===== src/rtl/bp_mul_pkg.sv =====
package bp_mul_pkg;

  // Recoded digit: nz = non-zero, neg = negative, dbl = magnitude two
  typedef struct packed {
    logic nz;
    logic neg;
    logic dbl;
  } bp_digit_t;

  function automatic logic signed [2:0] bp_digit_val(bp_digit_t d);
    logic signed [2:0] mag;
    if (!d.nz) return 3'sd0;
    mag = d.dbl ? 3'sd2 : 3'sd1;
    return d.neg ? -mag : mag;
  endfunction

endpackage


===== src/rtl/bp_recoder.sv =====
module bp_recoder
  import bp_mul_pkg::*;
(
  input  logic [2:0] trip,
  output bp_digit_t  dig
);
  always_comb begin
    dig.nz  = !(trip == 3'b000 || trip == 3'b111);
    dig.dbl = (trip == 3'b011) || (trip == 3'b100);
    dig.neg = trip[2] & dig.nz;
  end
endmodule


===== src/rtl/bp_summand.sv =====
module bp_summand
  import bp_mul_pkg::*;
#(
  parameter int N     = 8,
  parameter int SHIFT = 0
) (
  input  logic [N-1:0]   mcand,
  input  bp_digit_t      dig,
  output logic [2*N-1:0] summand
);
  localparam int W = 2 * N;

  logic [W-1:0] m_ext, mag, sgn;

  always_comb begin
    m_ext   = {{N{mcand[N-1]}}, mcand};
    mag     = dig.dbl ? (m_ext << 1) : m_ext;
    sgn     = dig.neg ? (~mag + W'(1)) : mag;
    summand = dig.nz ? (sgn << SHIFT) : '0;
  end
endmodule


===== src/rtl/bp_acc.sv =====
module bp_acc #(
  parameter int W = 16,
  parameter int G = 4
) (
  input  logic                clk,
  input  logic                rst,
  input  logic                en,
  input  logic [G-1:0][W-1:0] summ,
  output logic [W-1:0]        acc
);
  logic [W-1:0] total;

  always_comb begin
    total = '0;
    for (int g = 0; g < G; g++) total = total + summ[g];
  end

  always_ff @(posedge clk) begin
    if (rst)     acc <= '0;
    else if (en) acc <= total;
  end
endmodule


===== src/rtl/bp_pair_mul.sv =====
module bp_pair_mul
  import bp_mul_pkg::*;
#(
  parameter int N = 8
) (
  input  logic           clk,
  input  logic           rst,
  input  logic           in_valid,
  input  logic [N-1:0]   in_mcand,
  input  logic [N-1:0]   in_mplier,
  output logic           out_valid,
  output logic [2*N-1:0] out_prod
);
  localparam int W = 2 * N;
  localparam int G = N / 2;

  if ((N % 2) != 0 || N < 2) begin : g_bad_n
    $error("bp_pair_mul: N must be even and at least 2");
  end

  // Stage A: operand register
  logic         vld_a;
  logic [N-1:0] m_a, q_a;

  always_ff @(posedge clk) begin
    if (rst) begin
      vld_a <= 1'b0;
      m_a   <= '0;
      q_a   <= '0;
    end else begin
      vld_a <= in_valid;
      if (in_valid) begin
        m_a <= in_mcand;
        q_a <= in_mplier;
      end
    end
  end

  // Recoding and summand forming
  logic [N:0]          q_ext;
  bp_digit_t           dig [G];
  logic [G-1:0][W-1:0] summ_d;

  assign q_ext = {q_a, 1'b0};

  for (genvar g = 0; g < G; g++) begin : g_win
    bp_recoder u_rec (
      .trip (q_ext[2*g+2 -: 3]),
      .dig  (dig[g])
    );
    bp_summand #(.N(N), .SHIFT(2*g)) u_smd (
      .mcand   (m_a),
      .dig     (dig[g]),
      .summand (summ_d[g])
    );
  end

  // Stage B: summand register
  logic                vld_b;
  logic [G-1:0][W-1:0] summ_b;
  logic [N-1:0]        m_b, q_b;

  always_ff @(posedge clk) begin
    if (rst) begin
      vld_b  <= 1'b0;
      summ_b <= '0;
      m_b    <= '0;
      q_b    <= '0;
    end else begin
      vld_b <= vld_a;
      if (vld_a) begin
        summ_b <= summ_d;
        m_b    <= m_a;
        q_b    <= q_a;
      end
    end
  end

  // Stage C: accumulation into product register
  bp_acc #(.W(W), .G(G)) u_acc (
    .clk  (clk),
    .rst  (rst),
    .en   (vld_b),
    .summ (summ_b),
    .acc  (out_prod)
  );

  logic [N-1:0] m_c, q_c;

  always_ff @(posedge clk) begin
    if (rst) begin
      out_valid <= 1'b0;
      m_c       <= '0;
      q_c       <= '0;
    end else begin
      out_valid <= vld_b;
      if (vld_b) begin
        m_c <= m_b;
        q_c <= q_b;
      end
    end
  end

  // ---------------- assertions ----------------
  logic [1:0]   rcyc;
  logic [W-1:0] recon, q_sx, ref_prod, mc_x, qc_x;

  always_ff @(posedge clk) begin
    if (rst)              rcyc <= '0;
    else if (rcyc != 2'd3) rcyc <= rcyc + 2'd1;
  end

  always_comb begin
    recon = '0;
    for (int k = 0; k < G; k++) begin
      recon = recon + ({{(W-3){bp_digit_val(dig[k])[2]}}, bp_digit_val(dig[k])} << (2*k));
    end
    q_sx     = {{N{q_a[N-1]}}, q_a};
    mc_x     = {{N{m_c[N-1]}}, m_c};
    qc_x     = {{N{q_c[N-1]}}, q_c};
    ref_prod = mc_x * qc_x;
  end


  recode_sum_chk: assert property (@(posedge clk) disable iff (rst)
    vld_a |-> (recon == q_sx));


  product_chk: assert property (@(posedge clk) disable iff (rst)
    out_valid |-> (out_prod == ref_prod));


  latency_chk: assert property (@(posedge clk) disable iff (rst)
    (rcyc == 2'd3) |-> (out_valid == $past(in_valid, 3)));


  zero_chk: assert property (@(posedge clk) disable iff (rst)
    (out_valid && (m_c == '0 || q_c == '0)) |-> (out_prod == '0));


  hold_chk: assert property (@(posedge clk) disable iff (rst)
    (!vld_b && !rst) |=> $stable(out_prod));

endmodule


===== config.mk =====
export PLATFORM = sky130hd
export DESIGN_NAME = bp_pair_mul
export DESIGN_NICKNAME = d
export VERILOG_FILES = /design/src/rtl/bp_mul_pkg.sv /design/src/rtl/bp_recoder.sv /design/src/rtl/bp_summand.sv /design/src/rtl/bp_acc.sv /design/src/rtl/bp_pair_mul.sv
export SDC_FILE = /design/constraint.sdc
export NUM_CORES = 1
export LEC_CHECK = 0
export ABC_AREA = 1
export BUFFER_PORTS_ARGS = -buffer_cell sky130_fd_sc_hd__buf_2
export CAP_MARGIN = 10
export CORE_MARGIN = 2
export CORE_UTILIZATION = 64
export CTS_BUF_LIST = sky130_fd_sc_hd__clkbuf_8 sky130_fd_sc_hd__clkbuf_16
export DETAILED_ROUTE_END_ITERATION = 10
export PLACE_DENSITY = 0.8
export RECOVER_POWER = 25
export REMOVE_ABC_BUFFERS = 1
export SLEW_MARGIN = 25
export SYNTH_ARGS = -nofsm -noshare
export SYNTH_HDL_FRONTEND = slang
export SYNTH_HIERARCHICAL = 1
export SYNTH_SLANG_ARGS = --single-unit

===== constraint.sdc =====
create_clock -name clk -period 3.33 [get_ports clk]
set_input_delay 0.4995 -clock clk [delete_from_list [all_inputs] [get_ports clk]]
set_output_delay 0.4995 -clock clk [all_outputs]
set_load 0.02 [all_outputs]

==> key figures, run 1 <==
Global route
  – Pin count of the biggest net entering global routing: 80
  – Global-route wire length before repair: 27590 um
  – Antenna violations before repair: 0
  – Total gr overflow: 0
  – Vias in the first global route: 6343
  – GRT Overall Usage: 25.43%

Critical path
  – Crit-path slowest cell: fa_1
  – Cell family with most CP delay: adder cells
  – Buf/Inv on CP: 1
  – Worst reg2reg setup slack: 430 ps
  – CP Cell Sequence: fa_1, fa_1, ha_1, fa_1, nand3_1, nand3_1, nand3_1, nand3_1, nand2_1, nand2_1, o21ai_0, inv_1
  – Worst EP arrival: 3150 ps
  – Top fanout value on the critical path: 3
  – Crit path capture type: flop
  – R2R Path End: u_acc/acc[13]
  – CP dominant cell by count: nand3_1
  – WP data required: 3580 ps
  – Crit Path Category: reg2reg
  – Max incr delay on CP: 570 ps
  – Worst Setup SP: summ_b[1]
  – Reg2Reg Depth: 12
  – CP startpoint kind: flop
  – R2R Path Start: summ_b[1]

CTS
  – CTS tree: built
  – Clk Latency, worst-skew pair: 350 ps
  – H-Tree Depth: 3
  – Hold_buf cts: 0
  – Setup bufs post-CTS: 0
  – CTS clk-pin slew, worst paths: 70 ps
  – Clock Tree Buf Depth: 2
  – CTS sink count: 99
  – CTS Buf Count: 9
  – Root Buffer Master: clkbuf_16
  – Post-CTS Resized: 0

Route
  – Wire per inst: 10.33 um
  – DRC Markers: 0
  – Met3 wire length: 400 um
  – ANT nets after route: 0
  – 1st-pass router iterations: 5
  – Via count: 6961
  – Vias per cell: 4.631
  – DR iter-0 viols: 491
  – Final wirelength: 15530 um
  – WL met1: 7614 um
  – Top layer in use: met4
  – Met2 Routed Length: 7229 um

Hold path
  – Hold crit path type: in2reg
  – Min-delay src: in_mcand[1]
  – Worst hold endpoint: m_a[1]
  – Min-Delay Path Depth: 5

Synth
  – Multiplexer share of the synthesized area: 0%
  – Seq/Total Area, Yosys: 24.77%
  – Compound-Gate Fraction of Synth Area: 5.176%
  – Syn Inst Count: 1319
  – Mean Syn Cell Area: 6.066 um^2
  – Yosys synthesis warning count: 6
  – Largest family of logic cells by synthesized area: simple AND/OR/NAND/NOR gates
  – Post-Synth Adder-Cell Area: 10.48%
  – Xor and xnor area share after synthesis: 0.4378%
  – Cell variety after synth: 38
  – Post-synthesis simple-gate area fraction: 40.69%
  – Post-Syn Area: 0.008001 mm^2
  – Yosys reg bits: 99

Timing
  – Max Fclk: 344.4 MHz
  – WHS: 429.4 ps
  – RSZ-0062 raised after global routing: no
  – Setup violations, final: 0
  – Slew @ Worst Pin: 1316 ps
  – Total negative setup slack: 0 ps
  – Period utilization: 87.20%
  – Clk_skew: 6.820 ps
  – Final hold violation count: 0
  – Slew headroom: 12.27%
  – Min cycle time layout: 2904 ps
  – Final Max Slew Viols: 0

Placement
  – Half-perimeter wire length after placement: 11570 um
  – PortBufs: 35
  – Cells after DPL: 1487
  – Gpl congestion: 0.8816

Layout
  – Syn-to-layout area delta: 4.941%
  – Fin util: 69.33%
  – Commonest non-fill, non-tap cell in the layout: nand2_1
  – Fin nets: 1398
  – Most frequent cells in the layout: nand2_1, inv_1, nor2_1
  – Non-Filler Instances: 1503
  – Layout cells sized above 1: 8.764%
  – N_diodes: 0

Floorplanning
  – Die X: 115.8 um
  – Die area: 0.01341 mm^2
  – IO Pins: 36
  – Die height: 115.8 um
  – Core Area: 0.01211 mm^2
  – # rows: 40
  – Initial Util: 66.06%

Power and ir drop
  – Worst VDD drop: 220.4 uV
  – Pleak: 0.004429 uW
  – Pwr Density: 431.1 mW/mm^2

Outcome
  – Status: finished clean

Job
  – Reported max-cap violation count: 0
==> logic make-up (layout without fill, tap and decap cells) <==
family	after synthesis	after routing
and+or+nand+nor	748	748
buffers and inverters	337	341
DFF	99	99
AOI/OAI and AO/OA	78	78
adders and majority gates	49	49
other	4	16
xor gates and xnor gates	4	4
==> per-stage QoR <==
| step | area (um^2) | total power (uW) | worst slack [ps] |
|---|---|---|---|
| 2_1_floorplan | 7679 | 2277 | 627.6 |
| 3_3_place_gp | 8110 | 2480 | 492.4 |
| 3_5_place_dp | 8110 | 2504 | 449.2 |
| 4_1_cts | 8428 | 3643 | 412.9 |
| 5_1_grt | 8397 | 3883 | 175.1 |
| 6_report | 8397 | 3620 | 426.1 |
==> how the worst max path moves through the flow <==
| stage | depth (start not counted) | slack, ps | to |
|---|---|---|---|
| 2_1_floorplan | 3 | 630 | summ_b[63] |
| 4_1_cts | 12 | 410 | u_acc/acc[13] |
| 5_1_grt | 12 | 180 | u_acc/acc[13] |
| 6_report | 12 | 430 | u_acc/acc[13] |
| 3_5_place_dp | 12 | 450 | u_acc/acc[13] |
| 3_3_place_gp | 12 | 490 | u_acc/acc[13] |
==> synth_stat cells <==
cell type,number,share of area [%]
and2_4,1,0.11
and2_1,3,0.23
nor3_1,13,0.81
o21a_1,4,0.38
and3_1,1,0.078
inv_1,275,13
clkbuf_1,2,0.094
nand4_2,1,0.16
nand2_4,14,2.0
nand2_1,368,17
buf_6,8,1.1
buf_4,26,2.4
nand3_2,12,1.5
o21ai_0,30,1.9
or2_1,1,0.078
nor2_4,6,0.84
inv_6,1,0.11
xor2_1,3,0.33
nor2_8,1,0.25
buf_2,15,0.94
or2_0,1,0.078
nor2_1,241,11
a21oi_1,35,2.2
nand2_2,33,2.6
o211ai_1,4,0.38
fa_1,30,7.5
conb_1,4,0.19
nand4_1,1,0.078
o21ai_1,4,0.25
nor3b_2,1,0.16
inv_2,8,0.38
inv_8,2,0.28
o21ai_2,1,0.11
nand3_1,46,2.9
xnor2_1,1,0.11
dfxtp_1,99,25
nor2_2,4,0.31
ha_1,19,3.0
==> registers in the layout, indices dropped and copies added (netlist names) <==
signal / flops
u_acc/acc: 16
q_a: 8
vld_a: 1
m_a: 8
summ_b: 64
out_valid: 1
vld_b: 1
==> layer usage <==
layer / GRT usage, % / vias up
met4: 8.175 / 0
li1: - / 3837
met3: 3.766 / 25
met5: 0 / -
met1: 33.05 / 3009
met2: 43.70 / 90
==> worst reg2reg max path, stage by stage, from the launching register on <==
cell and delay (ps):
dfxtp_1 330, fa_1 570, fa_1 430, ha_1 270, fa_1 450, nand3_1 110
nand3_1 150, nand3_1 110, nand3_1 80, nand2_1 70, nand2_1 40, o21ai_0 150
inv_1 50
==> where the power goes <==
part / switching, uW / internal, uW / total, uW
Combinational: 731 / 410 / 1140
Sequential: 84.0 / 1260 / 1350
Clock: 476 / 658 / 1130
Total: 1290 / 2330 / 3620
==> area by class of cell <==
class                      instances  area, um^2
multi-input combinational        895        4603
fill                            1216        3715
sequential                        99        1986
inverter                         286        1094
clock buffer                       9       225.2
tap                              168       210.2
timing repair buffer              39       186.4
clock inverter                     7       92.59
Power figures use the tool's default switching activity.
==> run 2, diff against run 1 <==
--- a/config.mk
+++ b/config.mk
@@ -6,13 +6,13 @@
 export NUM_CORES = 1
 export LEC_CHECK = 0
 export ABC_AREA = 1
-export BUFFER_PORTS_ARGS = -buffer_cell sky130_fd_sc_hd__buf_2
 export CAP_MARGIN = 10
 export CORE_MARGIN = 2
 export CORE_UTILIZATION = 64
 export CTS_BUF_LIST = sky130_fd_sc_hd__clkbuf_8 sky130_fd_sc_hd__clkbuf_16
 export DETAILED_ROUTE_END_ITERATION = 10
-export PLACE_DENSITY = 0.8
+export DONT_BUFFER_PORTS = 1
+export PLACE_DENSITY = 0.78
 export RECOVER_POWER = 25
 export REMOVE_ABC_BUFFERS = 1
 export SLEW_MARGIN = 25
==> run 2 against run 1 <==
Against the previous run:
- the flow now finishes with violations (max-capacitance violations, max-slew violations)
- total power fell by 4.1%
- cell count fell by 2.3%
- highest routed layer unchanged
- combinational power fell by 4%
- critical endpoint unchanged
- count of clock-buffer cells in the layout did not move
- flip-flop and latch count did not move
- setup slack improved by 32 ps
- critical path depth did not move
- clock skew rose by 5.4 ps
- largest power group unchanged
- via count fell by 2.0%
- clock power fell by 11%
- maximum frequency rose by 1.1%
==> key figures, run 2 (synthesized netlist as in run 1, its figures left out) <==
Critical path
  – Top fanout value on the critical path: 3 (unchanged)
  – R2R Path End: u_acc/acc[13]
  – R2R Path Start: summ_b[1]
  – Worst EP arrival: 3120 ps (-30 ps)
  – Reg2Reg Depth: 12 (unchanged)
  – WP data required: 3580 ps (about the same)
  – CP startpoint kind: flop
  – Worst Setup SP: summ_b[1]
  – Crit path capture type: flop
  – Worst reg2reg setup slack: 460 ps (+30 ps)
  – Crit Path Category: reg2reg

CTS
  – Hold_buf cts: 0 (unchanged)
  – Clk Latency, worst-skew pair: 360 ps (about the same)
  – Clock Tree Buf Depth: 2 (unchanged)
  – H-Tree Depth: 3 (unchanged)
  – CTS tree: built
  – Setup bufs post-CTS: 0 (unchanged)
  – Post-CTS Resized: 0 (unchanged)
  – CTS Buf Count: 9 (unchanged)
  – CTS clk-pin slew, worst paths: 70 ps (about the same)
  – Root Buffer Master: clkbuf_16
  – CTS sink count: 99 (unchanged)

Power and ir drop
  – Worst VDD drop: 214.7 uV (-2.6%)
  – Int Pwr: 2173 uW (-6.7%)
  – Clock share of power: 29.0% (-2.3 points)
  – NetSw: 1297 uW (+0.54%)
  – Pwr Density: 423.0 mW/mm^2 (-1.9%)
  – Pleak: 0.004326 uW (-2.3%)
  – Combinational Power Share: 31.7% (+0.2 points)
  – Sequential power share: 39.3% (+2.1 points)
  – Sw Share: 37.38% (+1.7 points)
  – Design Power: 3471 uW (-4.1%)

Route
  – Via count: 6822 (-2.0%)
  – 1st-pass router iterations: 5 (unchanged)
  – DR iter-0 viols: 367 (-25%)
  – Vias per cell: 4.644 (+0.27%)
  – DRC Markers: 0 (unchanged)
  – Final wirelength: 15580 um (+0.32%)
  – Wire per inst: 10.61 um (+2.6%)
  – ANT nets after route: 0 (unchanged)

Layout
  – Largest register FFs: 64 (unchanged)
  – Commonest non-fill, non-tap cell in the layout: nand2_1
  – Fin nets: 1364 (-2.4%)
  – Syn-to-layout area delta: 2.533%
  – Top reg by flops: summ_b
  – N_diodes: 0 (unchanged)
  – Most frequent cells in the layout: nand2_1, inv_1, nor2_1
  – Layout cells sized above 1: 7.994% (-0.77 points)
  – Regs by FF count: summ_b x64, u_acc/acc x16

Timing
  – Slew headroom: -2.205% (-14 points)
  – Final Max Slew Viols: 35 (+35)
  – RSZ-0062 raised after global routing: no
  – Final hold violation count: 0 (unchanged)
  – Setup violations, final: 0 (unchanged)
  – Min cycle time layout: 2871 ps (-32.46 ps)
  – Clk_skew: 12.25 ps (+5.435 ps)
  – Max Fclk: 348.3 MHz (+1.1%)
  – Slew @ Worst Pin: 1533 ps (+217.1 ps)
  – Total negative setup slack: 0 ps (unchanged)
  – Period utilization: 86.23% (-0.97 points)

Placement
  – PortBufs: 0 (-100%)
  – Gpl congestion: 0.8860 (+0.50%)
  – Half-perimeter wire length after placement: 11390 um (-1.6%)

Floorplanning
  – Die height: 115.8 um (unchanged)
  – Die area: 0.01341 mm^2 (unchanged)
  – Initial Util: 66.06% (unchanged)
  – # rows: 40 (unchanged)
  – IO Pins: 36 (unchanged)
  – Die X: 115.8 um (unchanged)
  – Core Area: 0.01211 mm^2 (unchanged)

Job
  – Reported max-cap violation count: 1 (+1)

Global route
  – GRT Overall Usage: 25.06% (-0.36 points)
  – Global-route wire length before repair: 27290 um (-1.1%)
  – Antenna violations before repair: 0 (unchanged)
  – Total gr overflow: 0 (unchanged)
  – Vias in the first global route: 6258 (-1.3%)
  – Pin count of the biggest net entering global routing: 78 (-2.5%)

Hold path
  – Min-Delay Path Depth: 1 (-4)
  – Hold crit path type: in2reg
  – Worst hold endpoint: vld_a
  – Min-delay src: rst

Outcome
  – Failing checks: max-capacitance violations, max-slew violations
  – Status: finished, violations left
## run 2: how the worst max path moves through the flow
stage | endpoint | slack [ps] | cells after the start
final | u_acc/acc[13] | 460 | 12
after detailed placement | u_acc/acc[9] | 460 | 12
after global placement | u_acc/acc[13] | 490 | 12
after floorplan | summ_b[63] | 630 | 3
after global routing | u_acc/acc[9] | 260 | 12
after CTS | u_acc/acc[9] | 450 | 12
## run 2: worst max-delay path, stage by stage (launching register included)
cell and delay [ps]:
dfxtp_1 330, fa_1 560, fa_1 430, ha_1 260, fa_1 430, nand3_1 110
nand3_1 140, nand3_1 100, nand3_1 90, nand2_1 70, nand2_1 40, o21ai_0 160
inv_1 50
## run 2: cell type report
cell class	instances	area, um^2
clock buffers	9	225.2
clock inverters	7	52.55
fillers	1185	3908
inverters	286	1094
multi-input cells	895	4603
flip-flops and latches	99	1986
well taps	168	210.2
repair buffers	5	33.78
## run 2: power groups by stage
stage	logic (uW)	clock network [uW]	registers (uW)
6_report	1100	1010	1360
3_5_place_dp	1090	0	1390
2_1_floorplan	906	0	1370
4_1_cts	1100	1020	1360
5_1_grt	1290	1070	1380
3_3_place_gp	1070	0	1390
## run 2: layer usage
| layer | wire [um] | global-route usage [%] | vias to the layer above | share of wire [%] |
|---|---|---|---|---|
| met5 | 0 | 0 | - | 0 |
| met3 | 490 | 3.138 | 15 | 3.1 |
| li1 | - | - | 3767 | - |
| met4 | 223 | 7.857 | 0 | 1.4 |
| met1 | 7696 | 32.70 | 2935 | 49 |
| met2 | 7171 | 43.43 | 105 | 46 |
## run 2: through the flow
step           cell area (um^2)  hold slack (ps)  instances  setup slack [ps]  util (%)
2_1_floorplan              7679            449.0       1280             627.6         -
3_3_place_gp               7930            457.1       1453             490.3     65.48
3_5_place_dp               7930            462.8       1453             461.4     65.48
4_1_cts                    8208            200.1       1469             445.8     67.77
5_1_grt                    8204            204.7       1469             260.0     67.74
6_report                   8204            211.2       1469             458.6     67.74
==> run 3, diff against run 2 <==
--- a/config.mk
+++ b/config.mk
@@ -7,7 +7,7 @@
 export LEC_CHECK = 0
 export ABC_AREA = 1
 export CAP_MARGIN = 10
-export CORE_MARGIN = 2
+export CORE_MARGIN = 1
 export CORE_UTILIZATION = 64
 export CTS_BUF_LIST = sky130_fd_sc_hd__clkbuf_8 sky130_fd_sc_hd__clkbuf_16
 export DETAILED_ROUTE_END_ITERATION = 10
==> run 3 against run 2 <==
Against the previous run:
- the run now ends clean
- sequential share of layout area is 0.13 points lower
- cell count unchanged
- critical path depth unchanged
- count of clock-buffer cells in the layout grew 3
- flip-flop and latch count is the same
- routed wire length up 1.2%
- worst hold slack worse by 4.8 ps
- total power rose by 3.6%
- non-clock buffer count did not move
- largest power group unchanged
- register-to-register slack worse by 50 ps
- utilization rose by 0.36 points
- highest routed layer unchanged
==> key figures, run 3 (synthesized netlist as in run 1, its figures left out) <==
CTS
  – H-Tree Depth: 3 (unchanged)
  – Hold_buf cts: 0 (unchanged)
  – Clk Latency, worst-skew pair: 350 ps (about the same)
  – CTS sink count: 99 (unchanged)
  – CTS Buf Count: 9 (unchanged)
  – Post-CTS Resized: 0 (unchanged)
  – CTS tree: built
  – Clock Tree Buf Depth: 2 (unchanged)
  – CTS clk-pin slew, worst paths: 70 ps (about the same)
  – Setup bufs post-CTS: 0 (unchanged)
  – Root Buffer Master: clkbuf_16

Critical path
  – R2R Path Start: summ_b[1]
  – Cell depth of the worst setup path: 12 (unchanged)
  – Reg2Reg Depth: 12 (unchanged)
  – Crit Path Category: reg2reg
  – CP startpoint kind: flop
  – Max incr delay on CP: 560 ps (about the same)
  – CP dominant cell by count: nand3_1
  – Crit path capture type: flop
  – Worst reg2reg setup slack: 410 ps (-50 ps)
  – Crit-path slowest cell: fa_1
  – WP data required: 3570 ps (about the same)
  – Worst EP arrival: 3160 ps (+40 ps)
  – CP Cell Sequence: fa_1, fa_1, ha_1, fa_1, nand3_1, nand3_1, nand3_1, nand3_1, nand2_1, nand2_1, o21ai_0, inv_1
  – Cell family with most CP delay: adder cells
  – R2R Path End: u_acc/acc[13]
  – Buf/Inv on CP: 1 (unchanged)
  – Top fanout value on the critical path: 3 (unchanged)

Placement
  – Setup Slack @ Placement: 497.3 ps (+35.90 ps)
  – Gpl congestion: 0.8423 (-4.9%)
  – PortBufs: 0 (unchanged)
  – Half-perimeter wire length after placement: 11470 um (+0.76%)
  – DP Area: 0.007930 mm^2 (unchanged)

Layout
  – Final Cell Area: 0.008248 mm^2 (+0.53%)
  – Storage element area: 0.001986 mm^2 (unchanged)
  – Most frequent cells in the layout: nand2_1, inv_1, nor2_1
  – Regs by FF count: summ_b x64, u_acc/acc x16
  – Fin util: 68.10% (+0.36 points)
  – Multi-input gate area: 0.004603 mm^2 (unchanged)
  – Filler cell count: 1162 (-1.9%)
  – Fin nets: 1364 (unchanged)
  – Top reg by flops: summ_b
  – Syn-to-layout area delta: 3.081%
  – N_diodes: 0 (unchanged)
  – Layout cells sized above 1: 8.071% (+0.077 points)
  – Commonest non-fill, non-tap cell in the layout: nand2_1
  – Largest register FFs: 64 (unchanged)

Outcome
  – Status: finished clean

Route
  – Vias per cell: 4.715 (+1.5%)
  – DR iter-0 viols: 399 (+8.7%)
  – DRC Markers: 0 (unchanged)
  – Wire per inst: 10.73 um (+1.2%)
  – ANT nets after route: 0 (unchanged)
  – Via count: 6926 (+1.5%)
  – Final wirelength: 15760 um (+1.2%)
  – 1st-pass router iterations: 5 (unchanged)

Global route
  – GRT Overall Usage: 26.74% (+1.7 points)
  – Total gr overflow: 0 (unchanged)
  – Antenna violations before repair: 0 (unchanged)
  – Vias in the first global route: 6500 (+3.9%)
  – Global-route wire length before repair: 28100 um (+3.0%)
  – Pin count of the biggest net entering global routing: 79 (+1.3%)

Hold path
  – Min-Delay Path Depth: 1 (unchanged)
  – Hold crit path type: in2reg
  – Worst hold endpoint: vld_a
  – Min-delay src: rst

Floorplanning
  – Die area: 0.01295 mm^2 (-3.4%)
  – Core Area: 0.01211 mm^2 (unchanged)
  – Initial Util: 66.06% (unchanged)
  – Die height: 113.8 um (-1.7%)
  – IO Pins: 36 (unchanged)
  – Die X: 113.8 um (-1.7%)
  – # rows: 40 (unchanged)

Timing
  – Setup violations, final: 0 (unchanged)
  – Final Max Slew Viols: 0 (-100%)
  – Period utilization: 87.69% (+1.5 points)
  – Clk_skew: 7.929 ps (-4.326 ps)
  – Slew @ Worst Pin: 1182 ps (-351.1 ps)
  – Final hold violation count: 0 (unchanged)
  – Total negative setup slack: 0 ps (unchanged)
  – RSZ-0062 raised after global routing: no
  – Max Fclk: 342.4 MHz (-1.7%)
  – Min cycle time layout: 2920 ps (+48.76 ps)
  – Setup ws final: 409.8 ps (-48.76 ps)
  – Slew headroom: 21.20% (+23 points)

Power and ir drop
  – Worst VDD drop: 231.0 uV (+7.6%)
  – Pwr Density: 435.9 mW/mm^2 (+3.1%)
  – Pleak: 0.004346 uW (+0.47%)

Job
  – Reported max-cap violation count: 0 (-1)
==> run 3: cell type report <==
class | count | share of cell area [%]
Inverter | 286 | 13.26
Clock inverter | 4 | 0.6675
Multi-Input combinational cell | 895 | 55.81
Clock buffer | 12 | 3.231
Sequential cell | 99 | 24.07
Tap cell | 168 | 2.549
Timing Repair Buffer | 5 | 0.4096
==> run 3: power breakdown <==
part	internal [uW]	switching, uW	total [uW]
Clock	650	474	1120
Sequential	1260	103	1370
Combinational	399	707	1110
==> run 3: metrics by stage <==
stage	power, uW	hold WS [ps]	instances
floorplan	2277	449.0	1280
global placement	2456	455.8	1453
detailed placement	2483	462.8	1453
CTS	3615	198.4	1469
global route	3869	194.3	1469
finish	3596	206.4	1469
==> run 3: metal layers <==
metal / up-vias / global-route usage (%) / part of all wire (%)
met5: - / 0 / 0
met4: 0 / 9.697 / 1.9
met3: 23 / 4.145 / 3.1
met2: 111 / 46.38 / 47
met1: 3026 / 33.68 / 48
li1: 3766 / - / -
==> run 3: worst max-delay path by stage <==
| stage | startpoint | end |
|---|---|---|
| detailed placement | summ_b[1] | u_acc/acc[13] |
| floorplan | vld_a | summ_b[63] |
| global placement | summ_b[1] | u_acc/acc[13] |
| finish | summ_b[1] | u_acc/acc[13] |
| CTS | summ_b[1] | u_acc/acc[13] |
| global route | summ_b[1] | u_acc/acc[13] |
